$ cat src/rtl/pwr_clk_pkg.sv
`timescale 1ns/1ps
package pwr_clk_pkg;

   typedef enum logic [2:0] {
      MODE_RESET = 3'd0,
      MODE_HIGH  = 3'd1,
      MODE_MED   = 3'd2,
      MODE_SLEEP = 3'd3,
      MODE_STBY  = 3'd4
   } pmode_e;

   typedef enum logic [1:0] {
      ST_RST = 2'd0,
      ST_RUN = 2'd1,
      ST_SLP = 2'd2,
      ST_STB = 2'd3
   } pstate_e;

endpackage

$ cat src/rtl/pwr_sel_reg.sv
`timescale 1ns/1ps
// Written and active divisor codes; the active code updates only on apply.
module pwr_sel_reg #(
   parameter int SEL_W = 3
) (
   input  logic             clk,
   input  logic             rst_n,
   input  logic             clr,
   input  logic             wr,
   input  logic [SEL_W-1:0] wdata,
   input  logic             apply,
   output logic [SEL_W-1:0] active,
   output logic             restart
);
   logic [SEL_W-1:0] pend_q;
   logic [SEL_W-1:0] act_q;

   always_ff @(posedge clk or negedge rst_n) begin
      if (!rst_n) begin
         pend_q <= '0;
         act_q  <= '0;
      end else if (clr) begin
         pend_q <= '0;
         act_q  <= '0;
      end else begin
         if (wr)    pend_q <= wdata;
         if (apply) act_q  <= pend_q;
      end
   end

   assign active  = act_q;
   assign restart = apply && (pend_q != act_q);
endmodule

$ cat src/rtl/pwr_prescaler.sv
`timescale 1ns/1ps
// Free-running prescaler with one tick tap per power-of-two divisor.
module pwr_prescaler #(
   parameter int PRE_W = 5,
   parameter int SEL_W = 3
) (
   input  logic             clk,
   input  logic             rst_n,
   input  logic             restart,
   input  logic [SEL_W-1:0] div_sel,
   output logic             tick
);
   logic [PRE_W-1:0] cnt_q;
   logic [PRE_W:0]   tap;

   always_ff @(posedge clk or negedge rst_n) begin
      if (!rst_n)       cnt_q <= '0;
      else if (restart) cnt_q <= '0;
      else              cnt_q <= cnt_q + PRE_W'(1);
   end

   assign tap[0] = 1'b1;
   for (genvar k = 1; k <= PRE_W; k++) begin : g_tap
      assign tap[k] = &cnt_q[k-1:0];
   end

   // codes above PRE_W saturate to the slowest tap
   always_comb begin
      tick = tap[PRE_W];
      for (int k = 0; k <= PRE_W; k++) begin
         if (int'(div_sel) == k) tick = tap[k];
      end
   end
endmodule

$ cat src/rtl/pwr_mode_fsm.sv
`timescale 1ns/1ps
// Operating-state sequencer: reset, run, sleep, standby.
module pwr_mode_fsm
   import pwr_clk_pkg::*;
(
   input  logic    clk,
   input  logic    rst_n,
   input  logic    wdt_ovf,
   input  logic    sleep_req,
   input  logic    stby_bit,
   input  logic    lowspd_bit,
   input  logic    wdt_pss,
   input  logic    irq_any,
   input  logic    irq_ext,
   output pstate_e state
);
   pstate_e st_q, st_d;
   logic    go_sleep, go_stby;

   assign go_sleep = sleep_req && !stby_bit && !lowspd_bit;
   assign go_stby  = sleep_req &&  stby_bit && !lowspd_bit && !wdt_pss;

   always_comb begin
      st_d = st_q;
      if (wdt_ovf) begin
         st_d = ST_RST;
      end else begin
         case (st_q)
            ST_RST:  st_d = ST_RUN;
            ST_RUN: begin
               if (go_sleep)     st_d = ST_SLP;
               else if (go_stby) st_d = ST_STB;
            end
            ST_SLP:  if (irq_any || irq_ext) st_d = ST_RUN;
            ST_STB:  if (irq_ext)            st_d = ST_RUN;
            default: st_d = ST_RST;
         endcase
      end
   end

   always_ff @(posedge clk or negedge rst_n) begin
      if (!rst_n) st_q <= ST_RST;
      else        st_q <= st_d;
   end

   assign state = st_q;
endmodule

$ cat src/rtl/pwr_clk_ctl.sv
`timescale 1ns/1ps
module pwr_clk_ctl
   import pwr_clk_pkg::*;
#(
   parameter int PRE_W = 5,
   parameter int SEL_W = 3
) (
   input  logic             clk,
   input  logic             rst_n,
   input  logic             wdt_ovf,
   input  logic             sel_wr,
   input  logic [SEL_W-1:0] sel_wdata,
   input  logic             bus_end,
   input  logic             sleep_req,
   input  logic             stby_bit,
   input  logic             lowspd_bit,
   input  logic             wdt_pss,
   input  logic             irq_any,
   input  logic             irq_ext,
   output logic [2:0]       mode_o,
   output logic             bm_clk_en,
   output logic             per_clk_en
);
   localparam int MAX_CODE = (1 << SEL_W) - 1;

   if (PRE_W < 1) begin : g_bad_pre
      $error("pwr_clk_ctl: PRE_W must be at least 1");
   end
   if (MAX_CODE < PRE_W) begin : g_bad_sel
      $error("pwr_clk_ctl: SEL_W too narrow to code every divisor");
   end

   pstate_e          state;
   logic [SEL_W-1:0] active_sel;
   logic             restart;
   logic             tick;
   logic             in_run;
   pmode_e           mode_v;

   assign in_run = (state == ST_RUN);

   pwr_mode_fsm u_fsm (
      .clk        (clk),
      .rst_n      (rst_n),
      .wdt_ovf    (wdt_ovf),
      .sleep_req  (sleep_req),
      .stby_bit   (stby_bit),
      .lowspd_bit (lowspd_bit),
      .wdt_pss    (wdt_pss),
      .irq_any    (irq_any),
      .irq_ext    (irq_ext),
      .state      (state)
   );

   pwr_sel_reg #(.SEL_W(SEL_W)) u_sel (
      .clk     (clk),
      .rst_n   (rst_n),
      .clr     (wdt_ovf),
      .wr      (sel_wr),
      .wdata   (sel_wdata),
      .apply   (bus_end && in_run),
      .active  (active_sel),
      .restart (restart)
   );

   pwr_prescaler #(.PRE_W(PRE_W), .SEL_W(SEL_W)) u_pre (
      .clk     (clk),
      .rst_n   (rst_n),
      .restart (restart),
      .div_sel (active_sel),
      .tick    (tick)
   );

   always_comb begin
      case (state)
         ST_RUN:  mode_v = (active_sel != '0) ? MODE_MED : MODE_HIGH;
         ST_SLP:  mode_v = MODE_SLEEP;
         ST_STB:  mode_v = MODE_STBY;
         default: mode_v = MODE_RESET;
      endcase
   end

   assign mode_o     = mode_v;
   assign bm_clk_en  = in_run && tick;
   assign per_clk_en = in_run || (state == ST_SLP);
endmodule

$ cat config.mk
export PLATFORM = sky130hd
export DESIGN_NAME = pwr_clk_ctl
export DESIGN_NICKNAME = d
export VERILOG_FILES = /design/src/rtl/pwr_clk_pkg.sv /design/src/rtl/pwr_sel_reg.sv /design/src/rtl/pwr_prescaler.sv /design/src/rtl/pwr_mode_fsm.sv /design/src/rtl/pwr_clk_ctl.sv
export SDC_FILE = /design/constraint.sdc
export NUM_CORES = 1
export LEC_CHECK = 0
export CORE_MARGIN = 2
export CORE_UTILIZATION = 45
export CTS_BUF_LIST = sky130_fd_sc_hd__clkbuf_8
export DETAILED_ROUTE_END_ITERATION = 16
export DONT_BUFFER_PORTS = 1
export SLEW_MARGIN = 25
export SYNTH_ARGS = -nofsm -noshare
export SYNTH_HDL_FRONTEND = slang
export SYNTH_SLANG_ARGS = --single-unit
$ cat constraint.sdc
create_clock -name clk -period 3.3 [get_ports clk]
set_input_delay 0.33 -clock clk [delete_from_list [all_inputs] [get_ports clk]]
set_output_delay 0.33 -clock clk [all_outputs]
set_load 0.01 [all_outputs]
# Yosys cells after proc, flatten, opt, wreduce, memory -nomap -nowiden
# Cells that the tools add are included.
# op_classes
n_reduce_logical	23
addsub	1
eq_ne	12
mux	19
# ops
op	count
$eq 3x3->1 const B	4
$mux 2	6
$mux 3	4
$pmux 3 s3	1
$logic_and 1x1->1	8
$pmux 2 s4	1
$mux 1	6
$reduce_and 3->1	2
$add 5x1->5 const B	1
$mux 5	1
$reduce_and 5->1	1
$eq 2x2->1 const B	2
$ne 4x2->1 const B	1
$reduce_and 4->1	1
$reduce_bool 2->1	2
$eq 3x2->1 const B	1
$logic_not 1->1	3
$logic_not 3->1	1
$ne 3x2->1 const B	1
$ne 3x3->1	1
$ne 3x3->1 const B	1
$reduce_bool 3->1	1
$eq 2x1->1 const B	1
$logic_not 2->1	1
other kinds (2)	3
# totals
inputBits	14
ff_bits	13

# Depth between registers and ports, before layout
# Gate-level depths: netlist of run 1.
# depth
ltp_word	8
depth_mapped	6
mapped_depth_nobuf	6

# Hierarchy
# From an unflattened synthesis of run 1, not the netlist that was laid out.
# unflattened
cells_unflattened	66
hier_area_um2	716.9
# by_module_without_submodules
module	n_inst	cells_per_inst	area_per_inst_um2	seq_area_each_um2
pwr_sel_reg	1	22	267.8	150.1
pwr_prescaler	1	23	256.5	125.1
pwr_mode_fsm	1	10	111.4	50.0
pwr_clk_ctl	1	11	81.3	0.0

# Worst setup path after synthesis of run 1
# Ideal clock, no wire load.
# synth_path
kind	reg-to-output
startpoint	register u_pre.cnt_q[0]
endpoint	output bm_clk_en
stages_incl_launch_ff	7
required_ns	2.970
arrival_time_ns	1.343
setup_slack_ns	1.627
n_path_buf	0
cell_sequence	dfrtp_1 ha_1 ha_1 mux2i_1 a22oi_1 nor2_1 a311oi_1
# synth_via
elab_chain_cells	8
elab_cells_between_ends	11
cone_classes	mux (6); reduce/logical (5)
# synth_rtl
item	line_no	text
from (decl)	pwr_prescaler.sv:13	logic [PRE_W-1:0] cnt_q;
from (signal assigned)	pwr_prescaler.sv:19	else cnt_q <= cnt_q + PRE_W'(1);
$reduce_and 5->1	pwr_prescaler.sv:24	assign tap[k] = &cnt_q[k-1:0];
$mux 1 (5 in series)	pwr_prescaler.sv:31	if (int'(div_sel) == k) tick = tap[k];
$mux 1 (*)	pwr_prescaler.sv:31	
$logic_and 1x1->1 (*)	pwr_clk_ctl.sv:84	assign bm_clk_en = in_run && tick;
to (decl)	pwr_clk_ctl.sv:21	output logic bm_clk_en,
# Mark *: on every way between the ends. The rest lies on a longest branch, timed or not.

# Worst setup path in the final report of run 1
# Same ends and word-level chain as after synthesis.

==> results.yml, run 1 <==
placement:
  io_buffers: 0
  pre_cts_slack_ns: 1.52
  dpl.cell_count: 92
  gp_congestion: 0.752
  dp_hpwl_um: 937
  placed_cell_area_sq_um: 742
timing:
  worst_slack_ns: 1.28
  post-route-period-util: 0.611
  worst_pin_slew_ns: 0.581
  rsz0062_at_grt: "false"
  fin_setup_tns_ns: 0
  min_period_ns: 2.02
  setup_viol: 0
  whs_ns: 0.151
  slew_viol_final: 0
  hold_viol_final: 0
  slew_headroom: 0.608
  fmax_mhz: 496
  skew_ns: 0.000668
setup_path:
  cp_cell_sequence: "ha_1 -> ha_1 -> mux2i_1 -> a22oi_1 -> nor2_1 -> a311oi_1"
  cp_slowest_cell: "a311oi_1"
  worstSetupPathType: "reg2out"
  crit_family: "compound AO/OA/AOI/OAI gates"
  cp.arrival_ns: 1.69
  cp_max_fo: 4
  slowest_delay_ns: 0.42
  crit_buf_inv: 0
  crit_path_start_kind: "flip-flop"
  crit_required_ns: 2.97
  crit_path_frequent_cell: "ha_1"
  critPathCaptureType: "output pin"
clock_network:
  path_clk_slew_ns: 0.05
  clockRootBuffer: "clkbuf_8"
  cts_setup_buffers: 0
  htreeDepth: 1
  clock_sinks: 13
  insertion_delay_ns: 0.24
  cts_buffers: 3
  clock_path_buffers: 2
  tritoncts: "done"
routing:
  dr.pass1.iters: 2
  viasPerCell: 5.60
  drc: 0
  drt-total-wl_mm: 1.19
  num_vias: 543
  wl_per_cell_um: 12.2
  dr.first_iter.drc_count: 2
  ant_nets: 0
global_route:
  grt_max_degree: 14
  grt.met2_usage: 0.226
  grt_use_met1: 0.172
  antenna_found_initial: 0
  grt-ovfl-total: 0
  busiest_layer: "met2"
  grt_usage: 0.141
  grt_pass1_wl_mm: 1.97
  first_global_vias: 493
  use_met3: 0.0367
floorplan:
  rows: 14
  core-area_sq_um: 1520
  die_height_um: 44.6
  io_pins: 19
  die_x_um: 44.6
  dieArea_sq_um: 1990
  initial_core_util: 0.488
power:
  vdd_ir_drop_max_mv: 0.316
  p_leak_nw: 0.364
  p_per_area_nw_per_um2: 554
synth:
  syn_nets: 99
  synth_cells: 79
  syn_area_sq_um: 743
  yosysTopAreaCellShare: 0.438
  yosysTopAreaCell: "dfrtp_1"
  ys_top_cells_by_area: "dfrtp_1, ha_1, mux2i_1"
  synth_area_per_cell_sq_um: 9.41
  synth-seq-area-share: 0.438
  ys_ff_latch: 13
  synthDistinctLibCells: 23
  synth_warnings: 0
layout:
  drive_above_1_share: 0.0370
  syn_to_final_growth_pct: 7.24
  final_cell_mix: "dfrtp_1, nor2_1, nand2_1"
  stdcell_count: 97
  final_common_cell: "dfrtp_1"
  antenna_cells: 0
  final_nets: 102
  finalInstanceArea_sq_um: 797
outcome:
  status: "complete, no violations"
worst_hold_path:
  holdCritPathClass: "in2reg"
job:
  cap_violations: 0
==> timing repair <==
item                                   in CTS  in global routing
endpoints found under the hold margin      13                  0
gates resized for setup                     0                  0
hold buffers                                1                  0
==> worst register-to-register path: cells and delay by family, from the launching register on <==
family | cells | cell delay, ns
compound gates | 1 | 0.37
fa+ha+maj | 1 | 0.30
buf+inv | 1 | 0.07
flops | 1 | 0.42
simple gates | 2 | 0.26
==> layout make-up <==
class	instances	area (sq um)
Clock inverter	1	3.75
Tap cell	16	20.0
Multi-Input combinational cell	59	382
Timing Repair Buffer	1	10.0
Fill cell	157	727
Inverter	4	15.0
Clock buffer	3	41.3
Sequential cell	13	325
==> flip-flops by register name (all words and copies together) (netlist names) <==
name,flops
u_sel.active,3
u_sel.pend_q,3
u_fsm.state,2
u_pre.cnt_q,5
==> where the power goes <==
part | internal, mW | switching [mW]
registers | 0.192 | 0.0224
clock network | 0.0818 | 0.0514
logic | 0.0480 | 0.0459
total | 0.322 | 0.120
==> synth_stat cells, drive strengths merged <==
cell     instances
nor2b            4
xor2             1
dfrtp           13
xnor2            3
a311oi           1
nand2            7
a21oi            6
nand2b           3
nor2             9
mux2i            4
and3             1
o41ai            1
nor3             1
nand3            4
o21ai            4
ha               6
inv              4
o22ai            1
a31oi            1
buf              3
a2bb2oi          1
a22oi            1
==> cells by family (layout without fill, tap and decap cells) <==
family,after synthesis,in the layout,share of synthesized area
buffers and inverters,7,9,0.0488
muxes,4,4,0.0539
xor gates and xnor gates,4,4,0.0471
and+or+nand+nor,29,29,0.182
adders and majority gates,6,6,0.101
AOI/OAI and AO/OA,16,16,0.130
DFF,13,13,0.438
==> per-stage QoR <==
stage	util	power (mW)
after floorplan	-	0.290
after global placement	0.487	0.309
after detailed placement	0.487	0.308
after CTS	0.523	0.447
after global routing	0.523	0.475
final	0.523	0.442
==> worst paths after layout <==
path,from,end,slack [ns],depth (start not counted)
max in group asynchronous,rst_n,u_sel.pend_q[2],2.41,1
hold reg to reg,u_pre.cnt_q[0],u_pre.cnt_q[0],0.49,1
setup / recovery,u_pre.cnt_q[0],bm_clk_en,1.28,6
min in group asynchronous,rst_n,u_pre.cnt_q[1],0.52,1
setup reg to reg,u_fsm.state[1],u_pre.cnt_q[3],1.75,5
hold / removal,wdt_ovf,u_sel.active[2],0.15,1
==> layer usage <==
layer | vias up | share of wire
li1 | 274 | -
met1 | 255 | 0.47
met2 | 12 | 0.47
met3 | 2 | 0.049
met4 | 0 | 0.015
met5 | - | 0
Note: power is estimated with default switching activity, not from simulation.
==> run 2: changes to the inputs <==
ABC_AREA = 1   (was unset)
clock period = 1.8 ns   (was 3.3 ns; I/O delays follow)
==> run 2 against run 1 <==
Compared with the run above: synthesized area increased by 5.7%; critical path depth increased by 3; via count increased by 21%; combinational power increased to 3.7 times the previous value; largest power group unchanged; highest routed layer is now met3.
==> results.yml, run 2 <==
outcome:
  status: "complete, no violations"
layout:
  final_cell_mix: "nand2_1, inv_1, nand3_1, dfrtp_1, o21ai_0"
  drive_above_1_share: 0.0935
  syn_to_final_growth_pct: 14.6
  final_common_cell: "nand2_1"
  finalInstanceArea_sq_um: 901
  final_nets: 128
  utilization: 0.533
  largest-register: "u_pre.cnt_q"
  largest_reg_flops: 5
  stdcell_count: 124
  antenna_cells: 0
setup_path:
  crit_required_ns: 1.62
  cp_slowest_cell: "dfrtp_1"
  crit_family: "flip-flops"
  cp_cell_sequence: "ha_4 -> and3_1 -> ha_1 -> inv_1 -> nor2_1 -> nor2_1 -> nand2_1 -> nand2_1 -> a21oi_2"
  regToRegStartpoint: "u_fsm.state[0]"
  critPathCaptureType: "output pin"
  worstSetupPathType: "reg2out"
  regToRegSetupSlack_ns: 0.40
  reg2reg_depth: 8
  crit_buf_inv: 1
  cp.arrival_ns: 1.55
  cp_max_fo: 3
  crit_path_start_kind: "flip-flop"
  slowest_delay_ns: 0.42
  r2r_end: "u_fsm.state[0]"
synth:
  ys_ff_latch: 13
  yosysTopAreaCell: "dfrtp_1"
  async_flop_share: 1.00
  synthXorXnorAreaFrac: 0.0334
  synth_commonest_cells: "nand2_1, inv_1, dfrtp_1, nand3_1, o21ai_0"
  synth_cells: 99
  synthMuxAreaShare: 0
  synth_area_per_cell_sq_um: 7.94
  synthSimpleGateAreaFrac: 0.272
  synth_top_family_by_area: "simple AND/OR/NAND/NOR gates"
  syn_area_sq_um: 786
  synth_ff_type: "dfrtp_1"
  syn_nets: 119
  synth-seq-area-share: 0.414
  synth-compound-area-share: 0.113
  synthAdderAreaFrac: 0.0955
  yosysTopAreaCellShare: 0.414
  synth_edf_count: 0
  synth_warnings: 0
  synth_most_common_cell: "nand2_1"
  ys_top_cells_by_area: "dfrtp_1, nand2_1, ha_1"
  synthDistinctLibCells: 17
power:
  pwr-share-seq: 0.422
  p_leak_nw: 0.449
  combinationalPowerShare: 0.335
  finalPower_mw: 1.04
  swShare: 0.338
  p_sw_mw: 0.351
  intPower_mw: 0.686
  vdd_ir_drop_max_mv: 0.469
  p_clk_frac: 0.243
  p_per_area_nw_per_um2: 1150
timing:
  skew_ns: 0.00421
  setup_viol: 0
  hold_viol_final: 0
  post-route-period-util: 0.961
  slew_viol_final: 0
  fmax_mhz: 578
  fin_setup_tns_ns: 0
  worst_pin_slew_ns: 0.607
  worst_slack_ns: 0.0705
  whs_ns: 0.0910
  slew_headroom: 0.594
  min_period_ns: 1.73
clock_network:
  htreeDepth: 1
  clock_sinks: 13
  clockRootBuffer: "clkbuf_8"
  insertion_delay_ns: 0.24
  cts_buffers: 3
  tritoncts: "done"
  path_clk_slew_ns: 0.06
  clock_path_buffers: 2
routing:
  num_vias: 656
  dr.first_iter.drc_count: 11
  viasPerCell: 5.29
  ant_nets: 0
  drt-total-wl_mm: 1.57
  wl_per_cell_um: 12.6
  dr.pass1.iters: 6
  drc: 0
global_route:
  antenna_found_initial: 0
  first_global_vias: 627
  grt-ovfl-total: 0
  grt_max_degree: 14
  grt_pass1_wl_mm: 2.59
  grt_usage: 0.177
floorplan:
  die_x_um: 45.8
  initial_core_util: 0.465
  dieArea_sq_um: 2100
  io_pins: 19
  core-area_sq_um: 1690
  rows: 15
  die_height_um: 45.8
worst_hold_path:
  whs_endpoint: "u_sel.pend_q[2]"
  holdCritPathClass: "in2reg"
  min-delay-start: "sel_wr"
  hold_depth: 2
placement:
  placed_cell_area_sq_um: 807
  gp_congestion: 0.836
  dpl.cell_count: 116
  io_buffers: 0
  pre_cts_slack_ns: 0.208
  dp_hpwl_mm: 1.16
job:
  cap_violations: 0
==> run 2: worst max-delay path by stage <==
stage | startpoint | to | depth (start not counted)
2_1_floorplan | u_pre.cnt_q[0] | bm_clk_en | 9
3_5_place_dp | u_pre.cnt_q[0] | bm_clk_en | 9
4_1_cts | u_pre.cnt_q[0] | bm_clk_en | 9
6_report | u_pre.cnt_q[0] | bm_clk_en | 9
3_3_place_gp | u_pre.cnt_q[0] | bm_clk_en | 9
5_1_grt | u_pre.cnt_q[0] | bm_clk_en | 9
==> run 2: layout make-up <==
class	count	area, sq um
multi-input cells	71	420
well taps	17	21.3
repair buffers	4	32.5
inverters	15	56.3
clock inverters	1	3.75
flip-flops and latches	13	325
fillers	151	788
clock buffers	3	41.3
==> run 2: timing repair <==
| item | CTS | global route |
|---|---|---|
| gates resized for setup | 1 | 2 |
| pin swaps | 0 | 1 |
| endpoints found under the hold margin | 13 | 0 |
| setup buffers | 0 | 3 |
| setup endpoints to repair | 1 | 1 |
| hold buffers | 1 | 0 |
==> run 2: cells by family (layout without fill, tap and decap cells) <==
| group | count (synthesis) | count (layout) |
|---|---|---|
| xor gates and xnor gates | 3 | 3 |
| AOI/OAI and AO/OA | 16 | 16 |
| adders and majority gates | 6 | 6 |
| DFF | 13 | 13 |
| and+or+nand+nor | 46 | 46 |
| buffers and inverters | 15 | 23 |
==> run 2: metal layers <==
layer,wire [um],global-route usage
met1,733,0.217
met2,760,0.276
met3,71,0.0595
met4,0,0.0914
met5,0,0
==> run 2: power groups by stage <==
stage                     Combinational (mW)  Sequential [mW]  Clock [mW]
after floorplan                        0.217            0.413           0
after global placement                 0.264            0.427           0
after detailed placement               0.264            0.430           0
after CTS                              0.276            0.424       0.259
after global routing                   0.388            0.445       0.279
final                                  0.347            0.438       0.252
